[src/rtl/sc_pkg.sv]
package sc_pkg;
  localparam int XLEN = 32;
  localparam int NREG = 32;

  localparam logic [5:0] OP_RTYPE = 6'h00;
  localparam logic [5:0] OP_J     = 6'h02;
  localparam logic [5:0] OP_BEQ   = 6'h04;
  localparam logic [5:0] OP_ADDI  = 6'h08;
  localparam logic [5:0] OP_LW    = 6'h23;
  localparam logic [5:0] OP_SW    = 6'h2B;

  localparam logic [5:0] FN_ADD = 6'h20;
  localparam logic [5:0] FN_SUB = 6'h22;
  localparam logic [5:0] FN_AND = 6'h24;
  localparam logic [5:0] FN_OR  = 6'h25;
  localparam logic [5:0] FN_SLT = 6'h2A;

  typedef enum logic [2:0] {
    ALU_ADD, ALU_SUB, ALU_AND, ALU_OR, ALU_SLT
  } alu_op_e;

  typedef struct packed {
    logic    reg_we;
    logic    dst_rd;
    logic    src_imm;
    logic    mem_to_reg;
    logic    mem_we;
    logic    is_branch;
    logic    is_jump;
    alu_op_e alu_op;
  } ctrl_t;
endpackage

[src/rtl/sc_decode.sv]
module sc_decode
  import sc_pkg::*;
(
  input  logic [5:0] opcode_i,
  input  logic [5:0] funct_i,
  output ctrl_t      ctrl_o
);
  always_comb begin
    ctrl_o = '0;
    ctrl_o.alu_op = ALU_ADD;
    case (opcode_i)
      OP_RTYPE: begin
        ctrl_o.dst_rd = 1'b1;
        ctrl_o.reg_we = 1'b1;
        case (funct_i)
          FN_ADD:  ctrl_o.alu_op = ALU_ADD;
          FN_SUB:  ctrl_o.alu_op = ALU_SUB;
          FN_AND:  ctrl_o.alu_op = ALU_AND;
          FN_OR:   ctrl_o.alu_op = ALU_OR;
          FN_SLT:  ctrl_o.alu_op = ALU_SLT;
          default: ctrl_o.reg_we = 1'b0;
        endcase
      end
      OP_ADDI: begin
        ctrl_o.reg_we  = 1'b1;
        ctrl_o.src_imm = 1'b1;
      end
      OP_LW: begin
        ctrl_o.reg_we     = 1'b1;
        ctrl_o.src_imm    = 1'b1;
        ctrl_o.mem_to_reg = 1'b1;
      end
      OP_SW: begin
        ctrl_o.mem_we  = 1'b1;
        ctrl_o.src_imm = 1'b1;
      end
      OP_BEQ: begin
        ctrl_o.is_branch = 1'b1;
        ctrl_o.alu_op    = ALU_SUB;
      end
      OP_J:    ctrl_o.is_jump = 1'b1;
      default: ;
    endcase
  end
endmodule

[src/rtl/sc_alu.sv]
module sc_alu
  import sc_pkg::*;
#(
  parameter int W = 32
) (
  input  logic [W-1:0] a_i,
  input  logic [W-1:0] b_i,
  input  alu_op_e      op_i,
  output logic [W-1:0] y_o,
  output logic         zero_o
);
  always_comb begin
    case (op_i)
      ALU_ADD: y_o = a_i + b_i;
      ALU_SUB: y_o = a_i - b_i;
      ALU_AND: y_o = a_i & b_i;
      ALU_OR:  y_o = a_i | b_i;
      ALU_SLT: y_o = {{(W-1){1'b0}}, ($signed(a_i) < $signed(b_i))};
      default: y_o = '0;
    endcase
  end
  assign zero_o = (y_o == '0);
endmodule

[src/rtl/sc_regfile.sv]
module sc_regfile #(
  parameter int W    = 32,
  parameter int NREG = 32,
  localparam int AW  = $clog2(NREG)
) (
  input  logic          clk_i,
  input  logic          rst_ni,
  input  logic [AW-1:0] ra1_i,
  input  logic [AW-1:0] ra2_i,
  output logic [W-1:0]  rd1_o,
  output logic [W-1:0]  rd2_o,
  input  logic          we_i,
  input  logic [AW-1:0] wa_i,
  input  logic [W-1:0]  wd_i
);
  logic [W-1:0] regs_q [NREG];

  always_ff @(posedge clk_i) begin
    if (we_i && wa_i != '0) regs_q[wa_i] <= wd_i;
  end

  assign rd1_o = (ra1_i == '0) ? '0 : regs_q[ra1_i];
  assign rd2_o = (ra2_i == '0) ? '0 : regs_q[ra2_i];

  // last write is what the next read of that register sees
  p_wr_then_rd_r9: assert property (@(posedge clk_i) disable iff (!rst_ni)
    $past(we_i) && $past(wa_i) != '0 && ra1_i == $past(wa_i) |-> rd1_o == $past(wd_i));

  p_zero_kept_r8: assert property (@(posedge clk_i) disable iff (!rst_ni)
    $past(we_i) && $past(wa_i) == '0 && ra2_i == '0 |-> rd2_o == '0);
endmodule

[src/rtl/sc_core.sv]
module sc_core
  import sc_pkg::*;
#(
  parameter logic [31:0] PC_RESET = 32'h0000_0000
) (
  input  logic        clk_i,
  input  logic        rst_ni,
  output logic [31:0] imem_addr_o,
  input  logic [31:0] imem_data_i,
  output logic [31:0] dmem_addr_o,
  output logic [31:0] dmem_wdata_o,
  output logic        dmem_we_o,
  input  logic [31:0] dmem_rdata_i
);
  localparam int AW = $clog2(NREG);

  logic [XLEN-1:0] pc_q, pc_next, pc_plus4, br_tgt, j_tgt;
  logic [XLEN-1:0] instr, imm_sx, rd1, rd2, alu_b, alu_y, wb_data;
  logic [AW-1:0]   rs, rt, rd, wa;
  logic            alu_zero, rf_we, take_br;
  ctrl_t           ctrl;

  assign instr = imem_data_i;
  assign rs    = instr[25:21];
  assign rt    = instr[20:16];
  assign rd    = instr[15:11];
  assign imm_sx = {{16{instr[15]}}, instr[15:0]};

  sc_decode u_dec (
    .opcode_i (instr[31:26]),
    .funct_i  (instr[5:0]),
    .ctrl_o   (ctrl)
  );

  assign wa    = ctrl.dst_rd ? rd : rt;
  assign rf_we = ctrl.reg_we & rst_ni;

  sc_regfile #(.W(XLEN), .NREG(NREG)) u_rf (
    .clk_i  (clk_i),
    .rst_ni (rst_ni),
    .ra1_i  (rs),
    .ra2_i  (rt),
    .rd1_o  (rd1),
    .rd2_o  (rd2),
    .we_i   (rf_we),
    .wa_i   (wa),
    .wd_i   (wb_data)
  );

  assign alu_b = ctrl.src_imm ? imm_sx : rd2;

  sc_alu #(.W(XLEN)) u_alu (
    .a_i    (rd1),
    .b_i    (alu_b),
    .op_i   (ctrl.alu_op),
    .y_o    (alu_y),
    .zero_o (alu_zero)
  );

  assign wb_data = ctrl.mem_to_reg ? dmem_rdata_i : alu_y;

  assign dmem_addr_o  = alu_y;
  assign dmem_wdata_o = rd2;
  assign dmem_we_o    = ctrl.mem_we & rst_ni;

  // next PC formed in the same pass as the data result
  assign pc_plus4 = pc_q + 32'd4;
  assign br_tgt   = pc_plus4 + (imm_sx << 2);
  assign j_tgt    = {pc_q[31:28], instr[25:0], 2'b00};
  assign take_br  = ctrl.is_branch & alu_zero;

  always_comb begin
    if (ctrl.is_jump)   pc_next = j_tgt;
    else if (take_br)   pc_next = br_tgt;
    else                pc_next = pc_plus4;
  end

  always_ff @(posedge clk_i or negedge rst_ni) begin
    if (!rst_ni) pc_q <= PC_RESET;
    else         pc_q <= pc_next;
  end

  assign imem_addr_o = pc_q;

  p_pc_aligned_r1: assert property (@(posedge clk_i) disable iff (!rst_ni)
    pc_q[1:0] == 2'b00);

  p_seq_pc_r9: assert property (@(posedge clk_i) disable iff (!rst_ni)
    $past(rst_ni) && !$past(ctrl.is_jump) && !$past(ctrl.is_branch)
      |-> pc_q == $past(pc_q) + 32'd4);

  p_beq_taken_r6: assert property (@(posedge clk_i) disable iff (!rst_ni)
    $past(rst_ni) && $past(ctrl.is_branch) && $past(rd1) == $past(rd2)
      |-> pc_q == $past(pc_q) + 32'd4 + ($past(imm_sx) << 2));

  p_beq_fall_r6: assert property (@(posedge clk_i) disable iff (!rst_ni)
    $past(rst_ni) && $past(ctrl.is_branch) && $past(rd1) != $past(rd2)
      |-> pc_q == $past(pc_q) + 32'd4);

  p_jump_r7: assert property (@(posedge clk_i) disable iff (!rst_ni)
    $past(rst_ni) && $past(ctrl.is_jump)
      |-> pc_q == {$past(pc_q[31:28]), $past(instr[25:0]), 2'b00});

  p_store_no_wb_r5: assert property (@(posedge clk_i) disable iff (!rst_ni)
    $onehot0({dmem_we_o, rf_we}));
endmodule

[config.mk]
export PLATFORM = sky130hd
export DESIGN_NAME = sc_core
export DESIGN_NICKNAME = d
export VERILOG_FILES = /design/src/rtl/sc_pkg.sv /design/src/rtl/sc_decode.sv /design/src/rtl/sc_alu.sv /design/src/rtl/sc_regfile.sv /design/src/rtl/sc_core.sv
export SDC_FILE = /design/constraint.sdc
export NUM_CORES = 2
export LEC_CHECK = 0
export BUFFER_PORTS_ARGS = -buffer_cell sky130_fd_sc_hd__buf_2
export CORE_MARGIN = 2
export CORE_UTILIZATION = 50
export DETAILED_ROUTE_END_ITERATION = 6
export PLACE_DENSITY = 0.71
export SETUP_SLACK_MARGIN = 0.2
export SLEW_MARGIN = 20
export SYNTH_ARGS = -nofsm -noshare
export SYNTH_HDL_FRONTEND = slang
export SYNTH_SLANG_ARGS = --single-unit
[constraint.sdc]
create_clock -name clk_i -period 10.7 [get_ports clk_i]
set_input_delay 2.14 -clock clk_i [delete_from_list [all_inputs] [get_ports clk_i]]
set_output_delay 2.14 -clock clk_i [all_outputs]
set_load 0.01 [all_outputs]
=== Word level (Yosys, flattened, before mapping) ===
Memory sizes are Yosys's and may differ from the RTL's.
Index checks and enable logic that the tools add are counted.
Widths: inputs -> output; s select.

* Bitwise operators: 5
* Muxes and demuxes: 20
* Equality and inequality tests: 14
* Reduce and logical (&&, ||, !) cells: 10
* Add/sub/neg operators: 4
* Order comparisons: 1

{| class="wikitable"
|+ Operator list
! operator !! number
|-
| $mux 32 || 5
|-
| $pmux 32 s5 || 1
|-
| $add 32x32->32 || 2
|-
| $eq 6x6->1 const B || 7
|-
| $add 32x3->32 const B || 1
|-
| $and 32x32->32 || 1
|-
| $logic_not 32->1 || 1
|-
| $lt 32x32->1 || 1
|-
| $or 32x32->32 || 1
|-
| $sub 32x32->32 || 1
|-
| $mux 28 || 1
|-
| $pmux 3 s4 || 1
|-
| $logic_not 5->1 || 2
|-
| $mux 1 || 9
|-
| $eq 3x2->1 const B || 2
|-
| $eq 6x2->1 const B || 1
|-
| $eq 6x3->1 const B || 1
|-
| $eq 6x4->1 const B || 1
|-
| $logic_not 6->1 || 1
|-
| $pmux 3 s2 || 1
|-
| $mux 5 || 1
|-
| $reduce_bool 5->1 || 1
|-
| $reduce_or 5->1 || 1
|-
| $and 1x1->1 || 3
|-
| 7 further kinds || 7
|}

* Logic and storage cells: 57
* Register bits after elaboration: 32
* Input port bits: 66
* Memories kept: 1
* Memory bits (writable): 1024

{| class="wikitable"
|+ Memories
! name !! depth !! bits a word !! rd ports !! clocked after memory_dff !! write ports !! RTL line !! text
|-
| u_rf.regs_q || 32 || 32 || 2 || 0 || 1 || sc_regfile.sv:16 || <nowiki>logic [W-1:0] regs_q [NREG];</nowiki>
|}

=== Longest topological paths before layout ===
* Word-level depth: 10
* Gate-level depth with buffers: 27

=== Hierarchy ===
From an unflattened synthesis, not the netlist that was laid out.

* Cells, all modules: 3940
* Area, all modules: 57675.3 µm²

{| class="wikitable"
|+ Modules (own cells, without submodules)
! module !! cells each !! area each (µm²) !! seq. area each (µm²) !! times used
|-
| sc_regfile || 2564 || 47929.7 || 30749.5 || 1
|-
| sc_alu || 804 || 5228.8 || 0.0 || 1
|-
| sc_core || 544 || 4336.7 || 750.7 || 1
|-
| sc_decode || 28 || 180.2 || 0.0 || 1
|}

=== Least setup slack after synthesis ===
No wires, ideal clock.

* Kind: input -> output
* Start point: input port imem_data_i[16]
* End point: output port dmem_addr_o[26]
* Stages: 21
* Arrival: 7.505 ns
* Required time: 8.560 ns
* Buffers on the path: 3
* Path slack: 1.055 ns
* Cells stage by stage: clkbuf_1 -> clkbuf_1 -> buf_1 -> mux4_2 -> mux4_2 -> mux2i_1 -> nor2_1 -> mux2_2 -> ha_1 -> inv_1 -> fa_1 -> o21bai_1 -> o2111ai_1 -> a211oi_1 -> a2111oi_4 -> a211oi_1 -> o21a_1 -> o41a_1 -> a221o_1 -> a22oi_2 -> inv_1

* Word-level cells in the longest chain between the ends: 5

{| class="wikitable"
|+ RTL lines
! what !! RTL line !! text
|-
| start: declaration || sc_core.sv:9 || <nowiki>input logic [31:0] imem_data_i,</nowiki>
|-
| $mem_v2 32x32 / $logic_not 5->1 (equally long branches) || - ||
|-
| $mux 32 * || sc_regfile.sv:23 || <nowiki>assign rd2_o = (ra2_i == '0) ? '0 : regs_q[ra2_i];</nowiki>
|-
| named net dmem_wdata_o[0] || sc_core.sv:11 || <nowiki>output logic [31:0] dmem_wdata_o,</nowiki>
|-
| $mux 32 * || sc_core.sv:50 || <nowiki>assign alu_b = ctrl.src_imm ? imm_sx : rd2;</nowiki>
|-
| $sub 32x32->32 / $add 32x32->32 (equally long branches) || sc_alu.sv:15, sc_alu.sv:14 ||
|-
| $pmux 32 s5 * || sc_alu.sv:13 || <nowiki>case (op_i)</nowiki>
|-
| end: declaration || sc_core.sv:10 || <nowiki>output logic [31:0] dmem_addr_o,</nowiki>
|}

The timed path passes the listed nets; every way through them passes the cells marked *.

=== Worst setup path in the final report ===
* Start point: input port imem_data_i[16]
* End point: output port dmem_addr_o[22]

* Word-level cells in the longest chain between the ends: 5

{| class="wikitable"
|+ RTL lines
! what !! RTL line !! text
|-
| $mem_v2 32x32 / $logic_not 5->1 (equally long branches) || - ||
|-
| $mux 32 * || sc_regfile.sv:23 ||
|-
| $mux 32 * || sc_core.sv:50 ||
|-
| $sub 32x32->32, or another cell as far along || sc_alu.sv:15 || <nowiki>ALU_SUB: y_o = a_i - b_i;</nowiki>
|-
| $pmux 32 s5 * || sc_alu.sv:13 ||
|}

Mark *: on every way between the ends. The rest lies on a longest branch, timed or not.

==> results_dict.tcl <==
set metrics [dict create \
    status "complete, but fails checks" \
    grt.met1_usage_pct 39.6 \
    std_cell_rows 123 \
    fin_tns_setup_ns 0 \
    top_usage_layer "met2" \
    reg2reg_to "imem_addr_o[30]" \
    critPathMaxStageDelay_ns 0.74 \
    slowest_stage "a2bb2oi_1" \
    antenna_cells 0 \
    r2r_cells 20 \
    syn_area_per_cell_um2 16.6 \
    power_mw 11.8 \
    ys_ff_latch 1054 \
    synth_ff_type "edfxtp_1" \
    clockBufferDepth 3 \
    dp_hpwl_mm 105 \
    syn2layout_area_growth_pct 12.3 \
    yosys.area_share.simple_pct 4.82 \
    setup.worst_path.end_class "primary output" \
    ios 163 \
    synth_compound_area_share_pct 5.80 \
    slew_headroom_pct 23.9 \
    drive_gt1_share_pct 32.5 \
    antenna_found_initial 5 \
    postLayoutCellArea_um2 63400 \
    synth_top_family_by_area "multiplexers" \
    htreeDepth 3 \
    routedWlPerCell_um 33.8 \
    multi_input_area_um2 24200 \
    ant_nets 0 \
    wl_mm 175 \
    cts_sinks 1054 \
    p_comb_share_pct 24.0 \
    chipHeight_um 340 \
    min_from "imem_addr_o[31]" \
    syn_inst 3399 \
    coreArea_um2 112000 \
    dieArea_um2 116000 \
    overflow 0 \
    synth_mux_area_share_pct 27.4 \
    fp.dieW_um 340 \
    p_sw_mw 3.53 \
    fin_crit_sh_pct 95.9 \
    worstSetupPathType "input pin to primary output" \
    cap_viol_max_count 0 \
    p_sw_share_pct 29.9 \
    drtIter0Drc 4995 \
    arrival_ns 8.12 \
    ys.warnings.count 0 \
    use_met3_pct 6.51 \
    place_area_um2 60000 \
    synth-edff-count 1024 \
    numPortBuffers 160 \
    grt_start_max_net_pins 84 \
    pwr-share-clk_pct 32.0 \
    grt_use_total_pct 30.3 \
    vdd_drop_max_uv 134 \
    cp.required_ns 8.56 \
    violations "design-rule violations" \
    path_cells "buf_8 -> buf_12 -> mux4_2 -> mux4_2 -> mux2i_1 -> nor2_1 -> mux2i_1 -> ha_1 -> o21bai_1 -> o2111ai_1 -> a211oi_1 -> a2111oi_4 -> a211oi_1 -> buf_4 -> o2111ai_1 -> a21oi_1 -> a2bb2oi_1 -> buf_2" \
    setup_ws_ns 0.442 \
    setup_viol 0 \
    min_path_type "flip-flop to flip-flop" \
    place_congestion 1.00 \
    dr.pass1.iters 7 \
    use_met2_pct 48.7 \
    fin_nets 3797 \
    start_kind "input pin" \
    synth-adder-area-share_pct 3.01 \
    regArea_um2 31500 \
    drv_slew 0 \
    r2r-start "u_rf.regs_q[5][0]" \
    start_util_pct 50.3 \
    async_flop_share_pct 2.85 \
    dp_slack_ns 0.444 \
    fmax_mhz 97.5 \
    cp_num_buf_inv 4 \
    root_buffer "clkbuf_16" \
    yosysSeqAreaShare_pct 55.7 \
    num-fill-cells 8450 \
    pwr-share-seq_pct 44.0 \
    final_common_cell "edfxtp_1" \
    ys_types 84 \
    power_density_nw_per_um2 186 \
    holdPathStages 1 \
    hold_violations 0 \
    synth-xor-area-share_pct 0.852 \
    cts_tree "yes" \
    grt_pass1_wl_mm 252 \
    drc 1 \
    rsz0062_at_grt "no" \
    p_int_mw 8.27 \
    whs_endpoint "imem_addr_o[31]" \
    regToRegSetupSlack_ns 3.09 \
    via_count 36000 \
    grt_pass1_vias 36100 \
    via_per_inst 6.94 \
    layout_common_cells "edfxtp_1 (1024), mux4_2 (640), nor2_1 (180)" \
    clk_latency_ns 0.72 \
    cts_inserted_buffers 104 \
    synth_area_um2 56500 \
    clk_pin_slew_ns 0.07 \
    worst-slew-pin-transition_ns 1.14 \
    period_needed_ns 10.26 \
    cp_max_fo 46 \
    clock_skew_ns 0.0359 \
    path_delay_family "compound AO/OA/AOI/OAI gates" \
    cts_setup_buffers 0 \
    p_leak_nw 21.4 \
]
-- worst register-to-register path: cells and delay by family (launching register included) --
family                     cells  cell delay [ns]
and+or+nand+nor                7             2.78
AOI/OAI and AO/OA              7             1.99
muxes                          4             1.60
adders and majority gates      2             0.67
DFF                            1             0.43
-- registers in the layout, indices dropped and copies added (netlist names) --
register     flops
u_rf.regs_q   1024
imem_addr_o     30
-- power groups by stage --
stage / Combinational (mW) / Clock, mW / Sequential, mW
floorplan: 1.77 / 0 / 5.28
global placement: 2.74 / 0 / 5.27
detailed placement: 2.77 / 0 / 5.28
CTS: 2.78 / 3.80 / 5.19
global route: 3.04 / 3.96 / 5.20
finish: 2.84 / 3.77 / 5.19
-- metal layers --
| layer | vias up | part of all wire (%) |
|---|---|---|
| met1 | 18500 | 35 |
| met3 | 486 | 12 |
| li1 | 14500 | - |
| met2 | 2519 | 48 |
| met5 | - | 0.013 |
| met4 | 2 | 5.2 |
-- per-stage QoR --
step                hold slack, ns  util (%)  instances
floorplan                    0.504         -       3432
global placement             0.456      53.4       4991
detailed placement           0.460      53.4       4991
CTS                          0.469      56.5       5182
global route                 0.475      56.5       5182
finish                       0.471      56.5       5182
-- cell families after synthesis --
logic type | Yosys count
XOR/XNOR | 55
buffers and inverters | 351
other | 1
AO/OA/AOI/OAI | 487
flip-flops | 1054
multiplexers | 744
AND/OR/NAND/NOR | 573
adder cells (fa/ha/maj) | 134
-- Yosys cell counts (57+ instances only) --
cell,count,share of area [%]
a21oi_1,172,1.5
buf_1,57,0.38
clkbuf_1,166,1.1
edfxtp_1,1024,54
ha_1,131,2.9
inv_1,120,0.80
mux2i_1,70,1.2
mux4_2,640,26
nand2_1,131,0.87
nand2b_1,60,0.66
nor2_1,213,1.4
o21ai_0,69,0.61
-- timing repair --
item,in CTS,in global routing
resized for setup,0,1
endpoints found under the setup margin,0,2
hold buffers,0,0
-- how the worst max path moves through the flow --
stage | start | end | slack (ns) | cells after the start
2_1_floorplan | imem_data_i[16] | dmem_addr_o[26] | 1.05 | 21
3_3_place_gp | imem_data_i[16] | dmem_addr_o[22] | 0.49 | 18
3_5_place_dp | imem_data_i[16] | dmem_addr_o[22] | 0.44 | 18
4_1_cts | imem_data_i[16] | dmem_addr_o[22] | 0.45 | 18
5_1_grt | imem_data_i[16] | dmem_addr_o[22] | 0.21 | 18
6_report | imem_data_i[16] | dmem_addr_o[22] | 0.44 | 18
-- final cells by class --
cell class | instances | area share (%)
Sequential cell | 1054 | 49.6
Multi-Input combinational cell | 2027 | 38.1
Clock buffer | 129 | 4.28
Timing Repair Buffer | 290 | 3.16
Tap cell | 1500 | 2.96
Clock inverter | 62 | 1.17
Inverter | 120 | 0.710
(Power assumes the default switching activity.)
